## src/rtl/gid_pkg.sv

```systemverilog
`timescale 1ns/1ps
package gid_pkg;
    typedef enum logic [1:0] {
        ST_HOST  = 2'd0,
        ST_GUEST = 2'd1,
        ST_EXIT  = 2'd2
    } gid_state_e;

    localparam logic [7:0] EXIT_CODE_INTR = 8'h60;
endpackage

```

## src/rtl/gid_gif_reg.sv

```systemverilog
`timescale 1ns/1ps
module gid_gif_reg (
    input  logic clk,
    input  logic rst_n,
    input  logic set_i,
    input  logic clr_i,
    output logic gif_o
);
    always_ff @(posedge clk or negedge rst_n) begin
        if (!rst_n)      gif_o <= 1'b1;
        else if (clr_i)  gif_o <= 1'b0;
        else if (set_i)  gif_o <= 1'b1;
    end

    AST_GIF_CLR_WINS: assert property (@(posedge clk) disable iff (!rst_n)
        clr_i |=> !gif_o);
endmodule

```

## src/rtl/gid_vint_slot.sv

```systemverilog
`timescale 1ns/1ps
module gid_vint_slot #(
    parameter int VEC_W  = 8,
    parameter int PRIO_W = 4
) (
    input  logic              clk,
    input  logic              rst_n,
    input  logic              load_i,
    input  logic [VEC_W-1:0]  vec_i,
    input  logic [PRIO_W-1:0] prio_i,
    input  logic [PRIO_W-1:0] tpr_i,
    input  logic              guest_if_i,
    input  logic              consume_i,
    output logic              pending_o,
    output logic [VEC_W-1:0]  vec_o,
    output logic              ready_o
);
    logic [PRIO_W-1:0] prio_q;

    always_ff @(posedge clk or negedge rst_n) begin
        if (!rst_n) begin
            pending_o <= 1'b0;
            vec_o     <= '0;
            prio_q    <= '0;
        end else if (load_i) begin
            pending_o <= 1'b1;
            vec_o     <= vec_i;
            prio_q    <= prio_i;
        end else if (consume_i) begin
            pending_o <= 1'b0;
        end
    end

    always_comb ready_o = pending_o && guest_if_i && (prio_q > tpr_i);

    AST_RISE_NEEDS_LOAD: assert property (@(posedge clk) disable iff (!rst_n)
        $rose(pending_o) |-> $past(load_i));
endmodule

```

## src/rtl/gid_ctrl_fsm.sv

```systemverilog
`timescale 1ns/1ps
module gid_ctrl_fsm
    import gid_pkg::*;
#(
    parameter int N_IRQ = 8
) (
    input  logic             clk,
    input  logic             rst_n,
    input  logic             guest_mode_i,
    input  logic             gif_i,
    input  logic             intercept_en_i,
    input  logic [N_IRQ-1:0] phys_irq_i,
    input  logic             vint_ready_i,
    output gid_state_e       state_o,
    output logic             take_exit_o,
    output logic             deliver_o,
    output logic             direct_o
);
    gid_state_e state_d;
    logic       live;

    always_ff @(posedge clk or negedge rst_n) begin
        if (!rst_n) state_o <= ST_HOST;
        else        state_o <= state_d;
    end

    always_comb begin
        live        = (state_o == ST_GUEST) && guest_mode_i && gif_i;
        take_exit_o = live && intercept_en_i && (|phys_irq_i);
        deliver_o   = live && vint_ready_i && !take_exit_o;
        direct_o    = live && !intercept_en_i;
        state_d     = state_o;
        unique case (state_o)
            ST_HOST:  if (guest_mode_i) state_d = ST_GUEST;
            ST_GUEST: begin
                if (!guest_mode_i)    state_d = ST_HOST;
                else if (take_exit_o) state_d = ST_EXIT;
            end
            ST_EXIT:  state_d = ST_HOST;
            default:  state_d = ST_HOST;
        endcase
    end

    AST_EXIT_RETURNS: assert property (@(posedge clk) disable iff (!rst_n)
        (state_o == ST_EXIT) |=> (state_o == ST_HOST));
endmodule

```

## src/rtl/guest_irq_gate.sv

```systemverilog
`timescale 1ns/1ps
module guest_irq_gate
    import gid_pkg::*;
#(
    parameter int         N_IRQ     = 8,
    parameter int         VEC_W     = 8,
    parameter int         PRIO_W    = 4,
    parameter logic [7:0] EXIT_CODE = EXIT_CODE_INTR
) (
    input  logic              clk,
    input  logic              rst_n,
    input  logic              guest_mode,
    input  logic [N_IRQ-1:0]  phys_irq,
    input  logic              intercept_en,
    input  logic              guest_if,
    input  logic [PRIO_W-1:0] vint_tpr,
    input  logic              vint_set,
    input  logic [VEC_W-1:0]  vint_vector_in,
    input  logic [PRIO_W-1:0] vint_prio_in,
    input  logic              gif_set,
    input  logic              gif_clr,
    output logic              gif_o,
    output logic              in_guest,
    output logic              exit_req,
    output logic [7:0]        exit_code,
    output logic [N_IRQ-1:0]  exit_irq_snap,
    output logic              vint_pending,
    output logic              vint_ack,
    output logic [VEC_W-1:0]  vint_vector_out,
    output logic [N_IRQ-1:0]  guest_phys_irq
);
    gid_state_e       state;
    logic             take_exit, deliver, direct, ready, load;
    logic [VEC_W-1:0] slot_vec;

    gid_gif_reg u_gif (
        .clk(clk), .rst_n(rst_n), .set_i(gif_set), .clr_i(gif_clr), .gif_o(gif_o)
    );

    assign load = vint_set && (state == ST_HOST);

    gid_vint_slot #(.VEC_W(VEC_W), .PRIO_W(PRIO_W)) u_slot (
        .clk(clk), .rst_n(rst_n), .load_i(load), .vec_i(vint_vector_in),
        .prio_i(vint_prio_in), .tpr_i(vint_tpr), .guest_if_i(guest_if),
        .consume_i(deliver), .pending_o(vint_pending), .vec_o(slot_vec),
        .ready_o(ready)
    );

    gid_ctrl_fsm #(.N_IRQ(N_IRQ)) u_fsm (
        .clk(clk), .rst_n(rst_n), .guest_mode_i(guest_mode), .gif_i(gif_o),
        .intercept_en_i(intercept_en), .phys_irq_i(phys_irq),
        .vint_ready_i(ready), .state_o(state), .take_exit_o(take_exit),
        .deliver_o(deliver), .direct_o(direct)
    );

    always_ff @(posedge clk or negedge rst_n) begin
        if (!rst_n) begin
            vint_ack        <= 1'b0;
            vint_vector_out <= '0;
            guest_phys_irq  <= '0;
            exit_irq_snap   <= '0;
        end else begin
            vint_ack       <= deliver;
            guest_phys_irq <= direct ? phys_irq : '0;
            if (deliver)   vint_vector_out <= slot_vec;
            if (take_exit) exit_irq_snap   <= phys_irq;
        end
    end

    always_comb begin
        in_guest  = (state == ST_GUEST);
        exit_req  = (state == ST_EXIT);
        exit_code = exit_req ? EXIT_CODE : 8'h00;
    end

    AST_EXIT_PULSE: assert property (@(posedge clk) disable iff (!rst_n)
        exit_req |=> !exit_req);
    AST_EXIT_CODE_VALID: assert property (@(posedge clk) disable iff (!rst_n)
        exit_req |-> (exit_code == EXIT_CODE));
    AST_ACK_CLEARS_PENDING: assert property (@(posedge clk) disable iff (!rst_n)
        vint_ack |-> !vint_pending);
    AST_EXIT_BEATS_ACK: assert property (@(posedge clk) disable iff (!rst_n)
        !(exit_req && vint_ack));
    AST_FWD_NEEDS_DIRECT: assert property (@(posedge clk) disable iff (!rst_n)
        (guest_phys_irq != '0) |-> $past(!intercept_en && gif_o));
endmodule

```

## config.mk

```make
export PLATFORM = sky130hd
export DESIGN_NAME = guest_irq_gate
export DESIGN_NICKNAME = d
export VERILOG_FILES = /design/src/rtl/gid_pkg.sv /design/src/rtl/gid_gif_reg.sv /design/src/rtl/gid_vint_slot.sv /design/src/rtl/gid_ctrl_fsm.sv /design/src/rtl/guest_irq_gate.sv
export SDC_FILE = /design/constraint.sdc
export NUM_CORES = 1
export LEC_CHECK = 0
export BUFFER_PORTS_ARGS = -buffer_cell sky130_fd_sc_hd__buf_2
export CORE_UTILIZATION = 45
export DETAILED_ROUTE_END_ITERATION = 10
export GPL_ROUTABILITY_DRIVEN = 1
export PLACE_DENSITY = 0.82
export SYNTH_ARGS = -nofsm -noshare
export SYNTH_HDL_FRONTEND = slang
export SYNTH_SLANG_ARGS = --single-unit
```

## constraint.sdc

```tcl
create_clock -name clk -period 1.8 [get_ports clk]
set_input_delay 0.09 -clock clk [delete_from_list [all_inputs] [get_ports clk]]
set_output_delay 0.09 -clock clk [all_outputs]
set_load 0.05 [all_outputs]
```

After elaboration in Yosys (flattened, before gate mapping)
Cells that the tools add are included.
Storage, ports and cells
  bits in registers: 41
  bits in latches: 0
  memory bits (writable): 0
  ROM bits: 0
  bits of input ports: 32
  logic and storage cells: 41
  memories kept: 0
Operators by class
  add/subtract/negate cells: 0
  $mul: 0
  div/mod/pow operators: 0
  magnitude comparators: 1
  equal/unequal tests: 4
  shifts and indexed selects: 0
  muxes and demuxes: 10
  bitwise operators: 0
  reduce and logical (&&, ||, !) cells: 17
Operators by type and width (number)
  $logic_and A1 B1 Y1: 10
  $mux W8: 1
  $reduce_or A8 Y1: 1
  $mux W7: 1
  $mux W2: 3
  $gt A4 B4 Y1: 1
  $mux W1: 4
  $pmux W2 S2: 1
  $reduce_bool A2 Y1: 2
  $ne A3 B2 Y1 const B: 1
  $eq A2 B1 Y1 const B: 1
  $eq A2 B2 Y1 const B: 1
  $logic_not A1 Y1: 2
  $logic_not A2 Y1: 1
  $ne A2 B2 Y1 const B: 1
  $reduce_and A2 Y1: 1

Logic depth before layout (Yosys ltp)
  word-level depth: 9
  mapped depth: 6

Modules after synthesis
A second synthesis with hierarchy kept.
Unflattened totals
  cells, all modules: 120
  area total of the unflattened synthesis: 1820.5 um^2
By module, submodules not included
  guest_irq_gate: instances 1, cells an instance 63, area an instance 1022.2 um^2, seq. area each 625.6 um^2
  gid_vint_slot: instances 1, cells an instance 43, area an instance 608.1 um^2, seq. area each 325.3 um^2
  gid_ctrl_fsm: instances 1, cells an instance 12, area an instance 153.9 um^2, seq. area each 50.0 um^2
  gid_gif_reg: instances 1, cells an instance 2, area an instance 36.3 um^2, seq. area each 26.3 um^2

Worst setup path after synthesis
OpenSTA, ideal clock, no wires.
  kind: reg2reg
  from: register u_gif.gif_o
  to: register vint_vector_out[0]
  library setup time: 125 ps
  arrival: 1646 ps
  required time: 1675 ps
  setup slack: 29 ps
  cell stages (with the launch flop): 5
  period minus slack after synthesis: 1771 ps
  path through: dfstp_2 -> and4b_1 -> and4_1 -> o211ai_4 -> mux2_4
Between the ends
  word-level cells in the longest chain between the ends: 5
  elaborated cells between the ends (all ways): 6
  those cells by class: reduce/logical: 6
RTL lines
  start, declared: line gid_gif_reg.sv:7  | output logic gif_o
  start signal, assigned: line gid_gif_reg.sv:10  | if (!rst_n) gif_o <= 1'b1;
  start signal, assigned: line gid_gif_reg.sv:11  | else if (clr_i) gif_o <= 1'b0;
  start signal, assigned: line gid_gif_reg.sv:12  | else if (set_i) gif_o <= 1'b1;
  $logic_and A1 B1 Y1 (*): line gid_ctrl_fsm.sv:28  | live = (state_o == ST_GUEST) && guest_mode_i && gif_i;
  $logic_and A1 B1 Y1 (2 in series): line gid_ctrl_fsm.sv:29  | take_exit_o = live && intercept_en_i && (|phys_irq_i);
  $logic_not A1 Y1: line gid_ctrl_fsm.sv:30  | deliver_o = live && vint_ready_i && !take_exit_o;
  $logic_and A1 B1 Y1 (*): line gid_ctrl_fsm.sv:30
  end signal, assigned: line guest_irq_gate.sv:65  | if (deliver) vint_vector_out <= slot_vec;
  end, declared: line guest_irq_gate.sv:29  | output logic [VEC_W-1:0] vint_vector_out,
Every way passes the cells marked *; elsewhere a longest branch is shown, timed or not.
A chain may end at the register's enable or synchronous reset.

Final worst setup path
  from: register u_slot.prio_q[1]
  to: register vint_vector_out[6]
Between the ends
  word-level cells in the longest chain between the ends: 4
RTL lines
  start, declared: line gid_vint_slot.sv:18  | logic [PRIO_W-1:0] prio_q;
  start signal, assigned: line gid_vint_slot.sv:28  | prio_q <= prio_i;
  $gt A4 B4 Y1: line gid_vint_slot.sv:34  | always_comb ready_o = pending_o && guest_if_i && (prio_q > tpr_i);
  $logic_and A1 B1 Y1: line gid_vint_slot.sv:34
  $logic_and A1 B1 Y1 (2 in series): line gid_ctrl_fsm.sv:30
No other way between the ends.

==> metrics.txt <==
synthesis-to-finish area growth=32.5%; overall power=about 2800 µW; IO Pins=approximately 70; final worst slack=about 0.044 ns; warnings from Yosys=0; GRT Total Usage=16.6%; DR pass1 iterations=4; final cycle utilization of the critical path=97.6%; vias in the first global route=approximately 1100; Synth top area share=between 50% and 60%; Pwr Density=around 1200 nW/µm²; layout cell share with drive strength beyond 1=around 57%; final WL=just over 3000 µm; Yosys cell types=27; fill cell count=300; largest net degree at the start of global routing=42; crit-path max FO=10; Vias/cell=4.63; status=finished clean; Root Buffer=clkbuf_8; unrepaired setup endpoints after global routing=false; Clock Skews=0.00631 ns; Routed wire per std cell=12.7 µm; maxcap violations=0; H-tree Lvls=2; initial antenna violation count=0; slowest stage delay, CP=approximately 0.4 ns; Remaining Overflow, GRT=0; Critical-path top delay cell=dfrtp_1; commonest non-fill, non-tap cell in the layout=buf_2; most frequent cells in the layout=buf_2 (62), dfrtp_1 (40), mux2_2 (17); Antenna diodes=0; CP cell instances=ha_4 -> or2b_1 -> a21oi_2 -> o211ai_4 -> buf_12 -> mux2_4; CTS Buffer Depth=2; max-slew violation count=0; crit path DAT=between 1.5 and 2 ns; residual DRC count=0; Tmin final=1.76 ns; CTS clock-pin slew for the worst setup and hold paths=~0.08 ns; Buf+Inv Stages, Crit Path=1; CP endpoint kind=flip-flop; Hold Vio Cnt, Final=0; VDD IR-drop max=0.581 mV; via count=between 1000 and 1500; Post-Synthesis Cell Area=around 1700 µm²; WS Path Type=flip-flop to flip-flop; Die H=about 64 µm; Crit path max-delay family=flip-flops; port bufs=a little over 60; Final setup viols=0; Die W=between 60 and 70 µm; Worst Path Required=around 2.0 ns; num rows=22; GPL Wtd Cong=0.725; placed cells=228; die area=about 4100 µm²; DP HPWL=around 2300 µm; Synth Register Bits=roughly 40; Synth Instances=119; post-route insts no fill=240; Seq/Total Area, Yosys=about 59%; leakage=roughly 0.0012 µW; nets@finish=between 200 and 250; Max Clk Rate=569 MHz; CTS Sinks=41; final hold slack=approximately 0.030 ns; Core Area=~3700 µm²; synth top area cells=dfrtp_1 (58%), mux2_2 (11%), mux2_4 (6.9%); initial core utilization=about 47%; CTS tree=built; first-pass GRT wire length=4980 µm; worst-skew pair later-pin latency=between 0.2 and 0.3 ns; pre-CTS setup slack=-0.00512 ns; HP Class=primary input to flip-flop; antenna viol nets, final=0; crit path launch type=flip-flop; Initial DRC Count=28; Avg Cell Area, Syn=approximately 15 µm²; biggest area consumer among synthesized cells=dfrtp_1; CTS Buf Count=5
[report_power, final]
part           internal, µW  switching (µW)
registers              1060            78.3
logic                   258             521
clock network           551             299
[through the flow]
stage	setup TNS, ns	cell area [µm²]	util (%)
after floorplan	0	1760	-
after global placement	0	2100	57.0
after detailed placement	-0.00512	2100	57.0
after CTS	0	2280	61.8
after global routing	0	2300	62.4
final	0	2300	62.4
[registers in the layout, summed over array words and instances, names as in the netlist]
name              cells
exit_irq_snap         8
guest_phys_irq        8
u_fsm.state_o         2
u_gif.gif_o           1
u_slot.pending_o      1
u_slot.prio_q         4
u_slot.vec_o          8
vint_ack              1
vint_vector_out       8
[layer usage]
metal  vias to the layer above  track usage (%)  routed length (µm)
met4                         0             6.67                  29
met1                       537             20.0                1320
met3                         2             5.89                 136
li1                        541                -                   -
met5                         -                0                   0
met2                        30             26.9                1570
[repair_timing]
item                                    in CTS  in global routing
endpoints found under the hold margin       41                  1
gates cloned                                 0                  0
gates resized for setup                      1                  1
setup buffers                                1                  0
endpoints found under the setup margin       8                  1
hold buffers                                 2                  1
pin swaps                                    1                  0
[cell families after synthesis]
family                     after synthesis  share of synthesized area (%)
other                                    1                          0.216
buffers and inverters                   15                           5.04
DFF                                     41                           59.2
and+or+nand+nor                         24                           9.37
muxes                                   25                           17.9
adders and majority gates                4                           2.88
AOI/OAI and AO/OA                        9                           5.40
[cell type report]
| type | instances | area, µm² | share of cell area [%] |
|---|---|---|---|
| Inverter | 6 | 22.5 | 0.979 |
| Clock inverter | 3 | 65.1 | 2.83 |
| Sequential cell | 41 | 1030 | 44.6 |
| Multi-Input combinational cell | 68 | 662 | 28.8 |
| Clock buffer | 5 | 68.8 | 2.99 |
| Tap cell | 48 | 60.1 | 2.61 |
| Timing Repair Buffer | 69 | 395 | 17.2 |
[tightest hold or removal path, delay by kind of cell]
| kind | cells | cell delay (ns) |
|---|---|---|
| buffers and inverters | 1 | 0.08 |
| AOI/OAI and AO/OA | 1 | 0.06 |
| and+or+nand+nor | 1 | 0.04 |
[path summary, 6_finish.rpt]
path / to / depth (start not counted) / slack (ns) / from
min in group asynchronous: vint_vector_out[1]$_DFFE_PN0P_ / 3 / 0.29 / rst_n
max: vint_vector_out[6]$_DFFE_PN0P_ / 6 / 0.04 / u_slot.prio_q[1]$_DFFE_PN0P_
min reg2reg: exit_irq_snap[4]$_DFFE_PN0P_ / 1 / 0.50 / exit_irq_snap[4]$_DFFE_PN0P_
max reg2reg: vint_vector_out[6]$_DFFE_PN0P_ / 6 / 0.04 / u_slot.prio_q[1]$_DFFE_PN0P_
max in group asynchronous: u_gif.gif_o$_DFFE_PN1P_ / 3 / 1.24 / rst_n
min: u_slot.prio_q[0]$_DFFE_PN0P_ / 3 / 0.03 / vint_prio_in[0]
[cells in the mapped netlist (all sizes together)]
| library cell | count |
|---|---|
| conb | 1 |
| or2b | 1 |
| nor3b | 1 |
| ha | 4 |
| or4 | 2 |
| o211ai | 1 |
| buf | 9 |
| a21oi | 1 |
| o21a | 1 |
| nor2b | 3 |
| and2 | 9 |
| nand2 | 1 |
| o21ai | 4 |
| mux2 | 25 |
| and4b | 1 |
| inv | 6 |
| dfrtp | 40 |
| nand4 | 1 |
| dfstp | 1 |
| and3b | 1 |
| a22o | 2 |
| nor2 | 3 |
| and4 | 1 |
(Power assumes the default switching activity.)
